==> src/rtl/gpio_padcfg_pkg.sv <==
package gpio_padcfg_pkg;

    localparam logic [31:0] OFS_AFSEL  = 32'h0000_0420;
    localparam logic [31:0] OFS_PULLUP = 32'h0000_0510;
    localparam logic [31:0] OFS_PULLDN = 32'h0000_0514;
    localparam logic [31:0] OFS_DIGEN  = 32'h0000_051C;
    localparam logic [31:0] OFS_LOCK   = 32'h0000_0520;
    localparam logic [31:0] OFS_COMMIT = 32'h0000_0524;

    typedef enum logic [2:0] {
        SEL_NONE   = 3'd0,
        SEL_AFSEL  = 3'd1,
        SEL_PULLUP = 3'd2,
        SEL_PULLDN = 3'd3,
        SEL_DIGEN  = 3'd4,
        SEL_LOCK   = 3'd5,
        SEL_COMMIT = 3'd6
    } padcfg_sel_e;

endpackage

==> src/rtl/padcfg_decode.sv <==
module padcfg_decode
    import gpio_padcfg_pkg::*;
#(
    parameter int ADDR_W = 12
) (
    input  logic [ADDR_W-1:0] addr_i,
    output padcfg_sel_e       sel_o
);
    localparam logic [ADDR_W-1:0] A_AFSEL  = OFS_AFSEL[ADDR_W-1:0];
    localparam logic [ADDR_W-1:0] A_PULLUP = OFS_PULLUP[ADDR_W-1:0];
    localparam logic [ADDR_W-1:0] A_PULLDN = OFS_PULLDN[ADDR_W-1:0];
    localparam logic [ADDR_W-1:0] A_DIGEN  = OFS_DIGEN[ADDR_W-1:0];
    localparam logic [ADDR_W-1:0] A_LOCK   = OFS_LOCK[ADDR_W-1:0];
    localparam logic [ADDR_W-1:0] A_COMMIT = OFS_COMMIT[ADDR_W-1:0];

    always_comb begin
        unique case (addr_i)
            A_AFSEL:  sel_o = SEL_AFSEL;
            A_PULLUP: sel_o = SEL_PULLUP;
            A_PULLDN: sel_o = SEL_PULLDN;
            A_DIGEN:  sel_o = SEL_DIGEN;
            A_LOCK:   sel_o = SEL_LOCK;
            A_COMMIT: sel_o = SEL_COMMIT;
            default:  sel_o = SEL_NONE;
        endcase
    end
endmodule

==> src/rtl/padcfg_guard.sv <==
// Keyed lock and the per-pin commit mask it protects.
module padcfg_guard #(
    parameter int               NPINS      = 8,
    parameter int               DATA_W     = 32,
    parameter logic [DATA_W-1:0] KEY       = 32'h5AFE_C0DE,
    parameter logic [NPINS-1:0] RST_COMMIT = 8'hFE
) (
    input  logic              clk,
    input  logic              rst_n,
    input  logic              lock_we_i,
    input  logic              commit_we_i,
    input  logic [DATA_W-1:0] wdata_i,
    output logic              lock_open_o,
    output logic [NPINS-1:0]  commit_o
);
    typedef struct packed {
        logic             open;
        logic [NPINS-1:0] cmt;
    } guard_t;

    guard_t state_d, state_q;

    always_comb begin
        state_d = state_q;
        if (lock_we_i) begin
            state_d.open = (wdata_i == KEY);
        end
        if (commit_we_i && state_q.open) begin
            state_d.cmt = wdata_i[NPINS-1:0];
        end
    end

    always_ff @(posedge clk) begin
        if (!rst_n) begin
            state_q.open <= 1'b0;
            state_q.cmt  <= RST_COMMIT;
        end else begin
            state_q <= state_d;
        end
    end

    assign lock_open_o = state_q.open;
    assign commit_o    = state_q.cmt;
endmodule

==> src/rtl/padcfg_pads.sv <==
// Commit-masked pad configuration storage with pull exclusivity.
module padcfg_pads
    import gpio_padcfg_pkg::*;
#(
    parameter int               NPINS     = 8,
    parameter logic [NPINS-1:0] RST_AFSEL = '0,
    parameter logic [NPINS-1:0] RST_PU    = '0,
    parameter logic [NPINS-1:0] RST_PD    = '0,
    parameter logic [NPINS-1:0] RST_DEN   = '0
) (
    input  logic             clk,
    input  logic             rst_n,
    input  logic             we_i,
    input  padcfg_sel_e      sel_i,
    input  logic [NPINS-1:0] wdata_i,
    input  logic [NPINS-1:0] commit_i,
    output logic [NPINS-1:0] afsel_o,
    output logic [NPINS-1:0] pu_o,
    output logic [NPINS-1:0] pd_o,
    output logic [NPINS-1:0] den_o
);
    typedef struct packed {
        logic [NPINS-1:0] af;
        logic [NPINS-1:0] pu;
        logic [NPINS-1:0] pd;
        logic [NPINS-1:0] den;
    } pads_t;

    pads_t            state_d, state_q;
    logic [NPINS-1:0] set_bits;

    always_comb begin
        state_d  = state_q;
        set_bits = wdata_i & commit_i;
        if (we_i) begin
            unique case (sel_i)
                SEL_AFSEL: state_d.af  = (state_q.af & ~commit_i) | set_bits;
                SEL_DIGEN: state_d.den = (state_q.den & ~commit_i) | set_bits;
                SEL_PULLUP: begin
                    state_d.pu = (state_q.pu & ~commit_i) | set_bits;
                    state_d.pd = state_q.pd & ~set_bits;
                end
                SEL_PULLDN: begin
                    state_d.pd = (state_q.pd & ~commit_i) | set_bits;
                    state_d.pu = state_q.pu & ~set_bits;
                end
                default: ;
            endcase
        end
    end

    always_ff @(posedge clk) begin
        if (!rst_n) begin
            state_q.af  <= RST_AFSEL;
            state_q.pu  <= RST_PU;
            state_q.pd  <= RST_PD;
            state_q.den <= RST_DEN;
        end else begin
            state_q <= state_d;
        end
    end

    assign afsel_o = state_q.af;
    assign pu_o    = state_q.pu;
    assign pd_o    = state_q.pd;
    assign den_o   = state_q.den;
endmodule

==> src/rtl/padcfg_pull_stage.sv <==
// Pull path to the pads: direct (fast) or one extra register (slow).
module padcfg_pull_stage #(
    parameter int               NPINS     = 8,
    parameter bit               FAST_PULL = 1'b0,
    parameter logic [NPINS-1:0] RST_PU    = '0,
    parameter logic [NPINS-1:0] RST_PD    = '0
) (
    input  logic             clk,
    input  logic             rst_n,
    input  logic [NPINS-1:0] pu_i,
    input  logic [NPINS-1:0] pd_i,
    output logic [NPINS-1:0] pu_o,
    output logic [NPINS-1:0] pd_o
);
    generate
        if (FAST_PULL) begin : g_fast
            assign pu_o = pu_i;
            assign pd_o = pd_i;
        end else begin : g_slow
            typedef struct packed {
                logic [NPINS-1:0] pu;
                logic [NPINS-1:0] pd;
            } pull_t;

            pull_t stage_d, stage_q;

            always_comb begin
                stage_d.pu = pu_i;
                stage_d.pd = pd_i;
            end

            always_ff @(posedge clk) begin
                if (!rst_n) begin
                    stage_q.pu <= RST_PU;
                    stage_q.pd <= RST_PD;
                end else begin
                    stage_q <= stage_d;
                end
            end

            assign pu_o = stage_q.pu;
            assign pd_o = stage_q.pd;
        end
    endgenerate
endmodule

==> src/rtl/gpio_padcfg_bank.sv <==
module gpio_padcfg_bank
    import gpio_padcfg_pkg::*;
#(
    parameter int               NPINS      = 8,
    parameter int               ADDR_W     = 12,
    parameter int               DATA_W     = 32,
    parameter logic [31:0]      LOCK_KEY   = 32'h5AFE_C0DE,
    parameter bit               FAST_PULL  = 1'b0,
    parameter logic [NPINS-1:0] RST_AFSEL  = '0,
    parameter logic [NPINS-1:0] RST_PU     = '0,
    parameter logic [NPINS-1:0] RST_PD     = '0,
    parameter logic [NPINS-1:0] RST_DEN    = '0,
    parameter logic [NPINS-1:0] RST_COMMIT = 8'hFE
) (
    input  logic              clk,
    input  logic              rst_n,
    input  logic [ADDR_W-1:0] addr_i,
    input  logic [DATA_W-1:0] wr_data_i,
    input  logic              wr_en_i,
    input  logic              rd_en_i,
    output logic [DATA_W-1:0] rd_data_o,
    output logic [NPINS-1:0]  pad_afsel_o,
    output logic [NPINS-1:0]  pad_pu_o,
    output logic [NPINS-1:0]  pad_pd_o,
    output logic [NPINS-1:0]  pad_den_o
);
    localparam int PAD_GAP = DATA_W - NPINS;

    padcfg_sel_e      sel;
    logic             lock_open;
    logic [NPINS-1:0] cmt_q;
    logic [NPINS-1:0] af_q, pu_q, pd_q, den_q;

    typedef struct packed {
        logic [DATA_W-1:0] rdata;
    } rd_t;

    rd_t rd_d, rd_q;

    padcfg_decode #(.ADDR_W(ADDR_W)) u_decode (
        .addr_i (addr_i),
        .sel_o  (sel)
    );

    padcfg_guard #(
        .NPINS      (NPINS),
        .DATA_W     (DATA_W),
        .KEY        (LOCK_KEY[DATA_W-1:0]),
        .RST_COMMIT (RST_COMMIT)
    ) u_guard (
        .clk         (clk),
        .rst_n       (rst_n),
        .lock_we_i   (wr_en_i && (sel == SEL_LOCK)),
        .commit_we_i (wr_en_i && (sel == SEL_COMMIT)),
        .wdata_i     (wr_data_i),
        .lock_open_o (lock_open),
        .commit_o    (cmt_q)
    );

    padcfg_pads #(
        .NPINS     (NPINS),
        .RST_AFSEL (RST_AFSEL),
        .RST_PU    (RST_PU),
        .RST_PD    (RST_PD),
        .RST_DEN   (RST_DEN)
    ) u_pads (
        .clk      (clk),
        .rst_n    (rst_n),
        .we_i     (wr_en_i),
        .sel_i    (sel),
        .wdata_i  (wr_data_i[NPINS-1:0]),
        .commit_i (cmt_q),
        .afsel_o  (af_q),
        .pu_o     (pu_q),
        .pd_o     (pd_q),
        .den_o    (den_q)
    );

    padcfg_pull_stage #(
        .NPINS     (NPINS),
        .FAST_PULL (FAST_PULL),
        .RST_PU    (RST_PU),
        .RST_PD    (RST_PD)
    ) u_pull (
        .clk   (clk),
        .rst_n (rst_n),
        .pu_i  (pu_q),
        .pd_i  (pd_q),
        .pu_o  (pad_pu_o),
        .pd_o  (pad_pd_o)
    );

    always_comb begin
        rd_d = rd_q;
        if (rd_en_i) begin
            unique case (sel)
                SEL_AFSEL:  rd_d.rdata = {{PAD_GAP{1'b0}}, af_q};
                SEL_PULLUP: rd_d.rdata = {{PAD_GAP{1'b0}}, pu_q};
                SEL_PULLDN: rd_d.rdata = {{PAD_GAP{1'b0}}, pd_q};
                SEL_DIGEN:  rd_d.rdata = {{PAD_GAP{1'b0}}, den_q};
                SEL_COMMIT: rd_d.rdata = {{PAD_GAP{1'b0}}, cmt_q};
                SEL_LOCK:   rd_d.rdata = {{(DATA_W-1){1'b0}}, ~lock_open};
                default:    rd_d.rdata = '0;
            endcase
        end
    end

    always_ff @(posedge clk) begin
        if (!rst_n) begin
            rd_q.rdata <= '0;
        end else begin
            rd_q <= rd_d;
        end
    end

    assign rd_data_o   = rd_q.rdata;
    assign pad_afsel_o = af_q;
    assign pad_den_o   = den_q;
endmodule

==> config.mk <==
export PLATFORM = sky130hd
export DESIGN_NAME = gpio_padcfg_bank
export DESIGN_NICKNAME = d
export VERILOG_FILES = /design/src/rtl/gpio_padcfg_pkg.sv /design/src/rtl/padcfg_decode.sv /design/src/rtl/padcfg_guard.sv /design/src/rtl/padcfg_pads.sv /design/src/rtl/padcfg_pull_stage.sv /design/src/rtl/gpio_padcfg_bank.sv
export SDC_FILE = /design/constraint.sdc
export NUM_CORES = 1
export LEC_CHECK = 0
export ABC_AREA = 1
export BUFFER_PORTS_ARGS = -buffer_cell sky130_fd_sc_hd__buf_2
export CELL_PAD_IN_SITES_DETAIL_PLACEMENT = 0
export CELL_PAD_IN_SITES_GLOBAL_PLACEMENT = 1
export CORE_AREA = 8 8 110 112
export DETAILED_ROUTE_END_ITERATION = 8
export DIE_AREA = 0 0 118 120
export GPL_ROUTABILITY_DRIVEN = 0
export GPL_TIMING_DRIVEN = 0
export PLACE_DENSITY_LB_ADDON = 0.1
export SKIP_LAST_GASP = 1
export SYNTH_ARGS = -nofsm -noshare
export SYNTH_HDL_FRONTEND = slang
export SYNTH_HIERARCHICAL = 1
export SYNTH_SLANG_ARGS = --single-unit
==> constraint.sdc <==
create_clock -name clk -period 3.65 [get_ports clk]
set_input_delay 0.365 -clock clk [delete_from_list [all_inputs] [get_ports clk]]
set_output_delay 0.365 -clock clk [all_outputs]
set_load 0.005 [all_outputs]
## After elaboration in Yosys (flattened, before gate mapping)

Cells that the tools add are included.

| operators by class | value |
|---|---|
| eq/ne operators | 13 |
| reductions and logical operators | 7 |
| muxes and demuxes | 3 |
| bitwise logic cells | 14 |

Operators by type and width:

| kind | count |
|---|---|
| 12-bit by 11-bit equality test with 1-bit output (second input constant) | 6 |
| 8-bit AND | 7 |
| 8-bit case mux with 6 select lines | 1 |
| 32-bit by 31-bit equality test with 1-bit output (second input constant) | 1 |
| 8-bit OR | 4 |
| 16-bit case mux with 2 select lines | 1 |
| 3-bit case mux with 6 select lines | 1 |
| 8-bit NOT | 2 |
| 3-bit equality test (second input constant) | 3 |
| 3-bit by 2-bit equality test with 1-bit output (second input constant) | 2 |
| 2-bit AND reduction | 3 |
| 3-bit by 1-bit equality test with 1-bit output (second input constant) | 1 |
| 1-bit logical AND | 3 |
| 2-bit nonzero test | 1 |
| 1-bit NOT | 1 |

| storage, ports and cells | value |
|---|---|
| output and inout bits | 64 |
| input bits | 48 |
| word-level logic and storage cells | 46 |
| register bits | 89 |

## Logic depth before layout (Yosys ltp)

| depth | value |
|---|---|
| word-level depth | 5 |
| mapped depth | 15 |
| mapped depth without buffers | 14 |

## Cells and area by module

Netlist, hierarchy kept.

By module, submodules not included:

| module | sequential area each (um2) | cells an instance | instances | area an instance (um2) |
|---|---|---|---|---|
| padcfg_pads | 640.6 | 293 | 1 | 1813.0 |
| gpio_padcfg_bank | 160.2 | 138 | 1 | 969.7 |
| padcfg_pull_stage | 320.3 | 50 | 1 | 484.2 |
| padcfg_guard | 180.2 | 72 | 1 | 445.4 |
| padcfg_decode | 0.0 | 44 | 1 | 190.2 |

## Worst setup path before layout

No wires, ideal clock.

| path | value |
|---|---|
| path type | input port to flip-flop |
| from | input addr_i[3] |
| to | register u_guard.state_q, in the netlist u_guard/commit_o[0] |
| required time | 3585 ps |
| arrival | 2098 ps |
| slack | 1487 ps |
| stages on the path | 12 |
| path buffers | 2 |
| cell sequence | or2_1 > nor2_2 > nand3_1 > nand3_1 > buf_6 > inv_4 > buf_6 > nor4_1 > nand2_2 > inv_1 > nor2_1 > nor2_1 |

| on the way | value |
|---|---|
| word-level cells in the longest chain between the ends | 5 |

RTL lines:

| element | line | source |
|---|---|---|
| from (decl) | gpio_padcfg_bank.sv:17 | `input logic [ADDR_W-1:0] addr_i,` |
| 12-bit by 11-bit equality test with 1-bit output | padcfg_decode.sv:17 | `unique case (addr_i)` |
| 3-bit case mux with 6 select lines (*) | padcfg_decode.sv:17 |  |
| named net sel[2] | gpio_padcfg_bank.sv:29 | `padcfg_sel_e sel;` |
| 3-bit equality test (*) | gpio_padcfg_bank.sv:54 | `.commit_we_i (wr_en_i && (sel == SEL_COMMIT)),` |
| 1-bit logical AND (*) | gpio_padcfg_bank.sv:54 |  |
| 1-bit logical AND (*) | padcfg_guard.sv:28 | `if (commit_we_i && state_q.open) begin` |
| to (signal assigned) | padcfg_guard.sv:38 | `state_q <= state_d;` |
| to (decl) | padcfg_guard.sv:21 | `guard_t state_d, state_q;` |

The timed path passes the listed nets; every way through them passes the cells marked *.
A chain may end at the register's enable or synchronous reset.

## Worst setup path in the final report

Ends and elaborated chain as after synthesis.

==> run_results.csv <==
group,metric,value,unit
critical_path,regToRegStartpoint,"u_guard/commit_o[4]$_SDFFE_PN1P_",
grt,grt_pass1_wl,19700,um
critical_path,critPathRequiredTime,3.94,ns
logic_synthesis,synthTopCellsByArea,"dfxtp_1, nand2_1, nand3_1, inv_1, nand4_1",
place,portBuffers,87,
cts,clk_pin_slew,0.07,ns
logic_synthesis,synth_top_area_cell,"dfxtp_1",
place,dpl.hpwl,9720,um
critical_path,crit_chain,"buf_2 > or2_1 > nor2_2 > nand3_1 > nand3_1 > buf_6 > inv_4 > buf_6 > nor4_1 > nand2_2 > inv_1 > nor2_1 > nor2_1",
timing,slew_headroom,0.608,
worst_hold_path,holdCritPathClass,"input pin to flop",
critical_path,endpoint_kind,"flop",
critical_path,path_class,"input pin to flop",
detailed_routing,detail_route.first_pass.iterations,6,
detailed_routing,first_iter_violations,228,
floorplanning,die_w,118,um
timing,worst_slew_pin_slew,0.587,ns
cts,post_cts.repair.setup_buffers,0,
timing,rsz0062_at_grt,"no",
timing,fmax,0.427,GHz
timing,finalSetupViolations,0,
critical_path,crit_slowest_cell,"nor4_1",
detailed_routing,vias,4143,
power,ir_drop,0.000132,V
detailed_routing,routed_wl,12300,um
detailed_routing,post_drt_wl_per_cell,14.3,um
cts,hold_buffers,0,
cells_and_area,layout.nets,766,
cts,clockBufferDepth,2,
flow_run,maxCapViolations,0,
logic_synthesis,synth_warnings,6,
cts,cts_resized,0,
cts,cts.root.buffer_cell,"clkbuf_8",
floorplanning,die_area,14200,sq um
detailed_routing,viasPerCell,4.80,
cells_and_area,syn_to_final_growth,24.4,%
floorplanning,ios,112,
critical_path,critPathMaxStageDelay,0.37,ns
critical_path,cp-startpoint,"addr_i[3]",
detailed_routing,ant_nets,0,
timing,fin_ws,1.31,ns
logic_synthesis,synthMuxAreaShare,0,
place,pre_cts_slack,0.933,ns
floorplanning,core_area,10500,sq um
cts,insertion_delay,0.35,ns
cells_and_area,fillCellCount,1134,
grt,grtUsageTotal,0.173,
timing,fin_crit_sh,0.642,
floorplanning,start_util,0.371,
logic_synthesis,netlist.area_leader.share,0.333,
outcome,status,"complete, no violations",
logic_synthesis,syn_area,3900,sq um
critical_path,crit_buf_inv,5,
worst_hold_path,hold-path-endpoint,"u_guard/commit_o[1]$_SDFFE_PN1P_",
grt,grt_pass1_vias,3914,
worst_hold_path,whs_path_depth,3,
critical_path,r2r_slack,2.37,ns
cells_and_area,antenna_cells,0,
grt,grt_max_degree,12,
timing,drv_slew,0,
critical_path,reg2reg_depth,7,
cells_and_area,drive_above_1_share,0.241,
logic_synthesis,seq_area_frac_synth,0.333,
logic_synthesis,ys_ff_latch,65,
cts,cts_tree,"yes",
timing,period_needed,2.34,ns
critical_path,cp_data_arrival_time,2.63,ns
critical_path,startpoint_type,"input pin",
power,powerDensity,333,nW/um^2
logic_synthesis,synth_top_family_by_area,"simple AND/OR/NAND/NOR gates",
timing,totalNegativeSetupSlack,0,ns
logic_synthesis,synthXorXnorAreaFrac,0,
logic_synthesis,postSynthAreaPerCell,6.54,sq um
detailed_routing,route.detailed.drc,0,
worst_hold_path,min_from,"wr_data_i[1]",
grt,gr-total-overflow,0,
timing,hold_violations,0,
logic_synthesis,yosysUniqueCellTypes,32,
cts,cts-buffers-inserted,9,
floorplanning,die_h,120,um
timing,final.setup_skew,0.00902,ns
grt,grt_antenna_before_repair,0,
cts,cts_num_sinks,65,
logic_synthesis,synth_fa_ha_area_frac,0,
critical_path,critPathMaxFanout,10,
floorplanning,rows,38,
timing,whs,0.326,ns
critical_path,crit_family,"simple AND/OR/NAND/NOR gates",
logic_synthesis,synth_compound_area_frac,0.0843,
logic_synthesis,syn_inst,597,
logic_synthesis,synthSimpleGateAreaFrac,0.401,
power,p_leak,2.53,nW
cts,htree_levels,3,
power by group:
group / internal (mW) / switching [mW] / total [mW]
Combinational: 0.0492 / 0.0630 / 0.112
Sequential: 0.709 / 0.000158 / 0.709
Clock: 0.493 / 0.301 / 0.794
through the flow:
stage	std cells	power (mW)	instance area (sq um)	util
after floorplan	620	0.788	3990	-
after global placement	847	0.834	4600	0.438
after detailed placement	847	0.837	4600	0.438
after CTS	863	1.63	4850	0.462
after global routing	863	1.67	4850	0.462
final	863	1.61	4850	0.462
layout make-up:
cell class,instances,area (sq um),share of cell area
multi-input cells,430,1980,0.409
flip-flops and latches,65,1300,0.268
repair buffers,87,435,0.0897
plain buffers,55,433,0.0892
inverters,70,270,0.0557
well taps,140,175,0.0361
clock buffers,12,155,0.0320
clock inverters,4,98.8,0.0204
synthesized netlist by cell type:
library cell and count:
a21oi_1 40, a21oi_2 1, buf_12 2, buf_2 3, buf_4 27, buf_6 10
buf_8 1, clkbuf_1 10, clkbuf_2 2, conb_1 1, dfxtp_1 65, inv_1 63
inv_2 5, inv_4 1, inv_6 1, nand2_1 177, nand2_2 6, nand2_4 2
nand3_1 53, nand3_2 1, nand3_4 2, nand4_1 34, nor2_1 55, nor2_2 3
nor2_4 1, nor2_8 1, nor3_2 1, nor3_4 2, nor4_1 2, o21ai_0 5
o21ai_1 19, or2_1 1
layout by cell type, fill, tap and decap left out, types with 3 or more instances in the layout:
| master | instances |
|---|---|
| buf_4 | 27 |
| dfxtp_1 | 65 |
| inv_2 | 5 |
| inv_1 | 63 |
| buf_6 | 10 |
| nand4_1 | 34 |
| nor2_1 | 55 |
| o21ai_1 | 19 |
| nor2_2 | 3 |
| buf_2 | 90 |
| clkbuf_8 | 11 |
| o21ai_0 | 5 |
| a21oi_1 | 40 |
| bufinv_16 | 3 |
| nand3_1 | 53 |
| clkbuf_1 | 11 |
| nand2_1 | 177 |
| conb_1 | 24 |
| nand2_2 | 6 |
how the worst max path moves through the flow:
| stage | end | slack [ns] | depth (start not counted) |
|---|---|---|---|
| after floorplan | u_guard/commit_o[0]$_SDFFE_PN0P_ | 1.49 | 12 |
| after global placement | u_guard/commit_o[0]$_SDFFE_PN0P_ | 0.97 | 13 |
| after detailed placement | u_guard/commit_o[0]$_SDFFE_PN0P_ | 0.93 | 13 |
| after CTS | u_guard/commit_o[0]$_SDFFE_PN0P_ | 1.30 | 13 |
| after global routing | u_guard/lock_open_o$_SDFFE_PN0P_ | 1.11 | 15 |
| final | u_guard/commit_o[0]$_SDFFE_PN0P_ | 1.31 | 13 |
worst register-to-register path, delay by kind of cell, from the launching register on:
family / cells / cell delay, ns
AO/OA/AOI/OAI: 1 / 0.11
AND/OR/NAND/NOR: 4 / 0.29
flip-flops: 1 / 0.37
buffers and inverters: 2 / 0.44
kinds of logic (layout without fill, tap and decap cells):
family,after synthesis,count (layout)
flip-flops,65,65
buffers and inverters,125,228
other,1,24
AO/OA/AOI/OAI,65,65
AND/OR/NAND/NOR,341,341
layer usage:
layer  track usage  share of wire  up-vias
met4        0.0689          0.013        0
met2         0.312           0.51      123
met3        0.0409          0.053       14
met1         0.193           0.43     1903
met5             0              0        -
li1              -              -     2103
No activity file was read; power rests on OpenSTA's default activity.
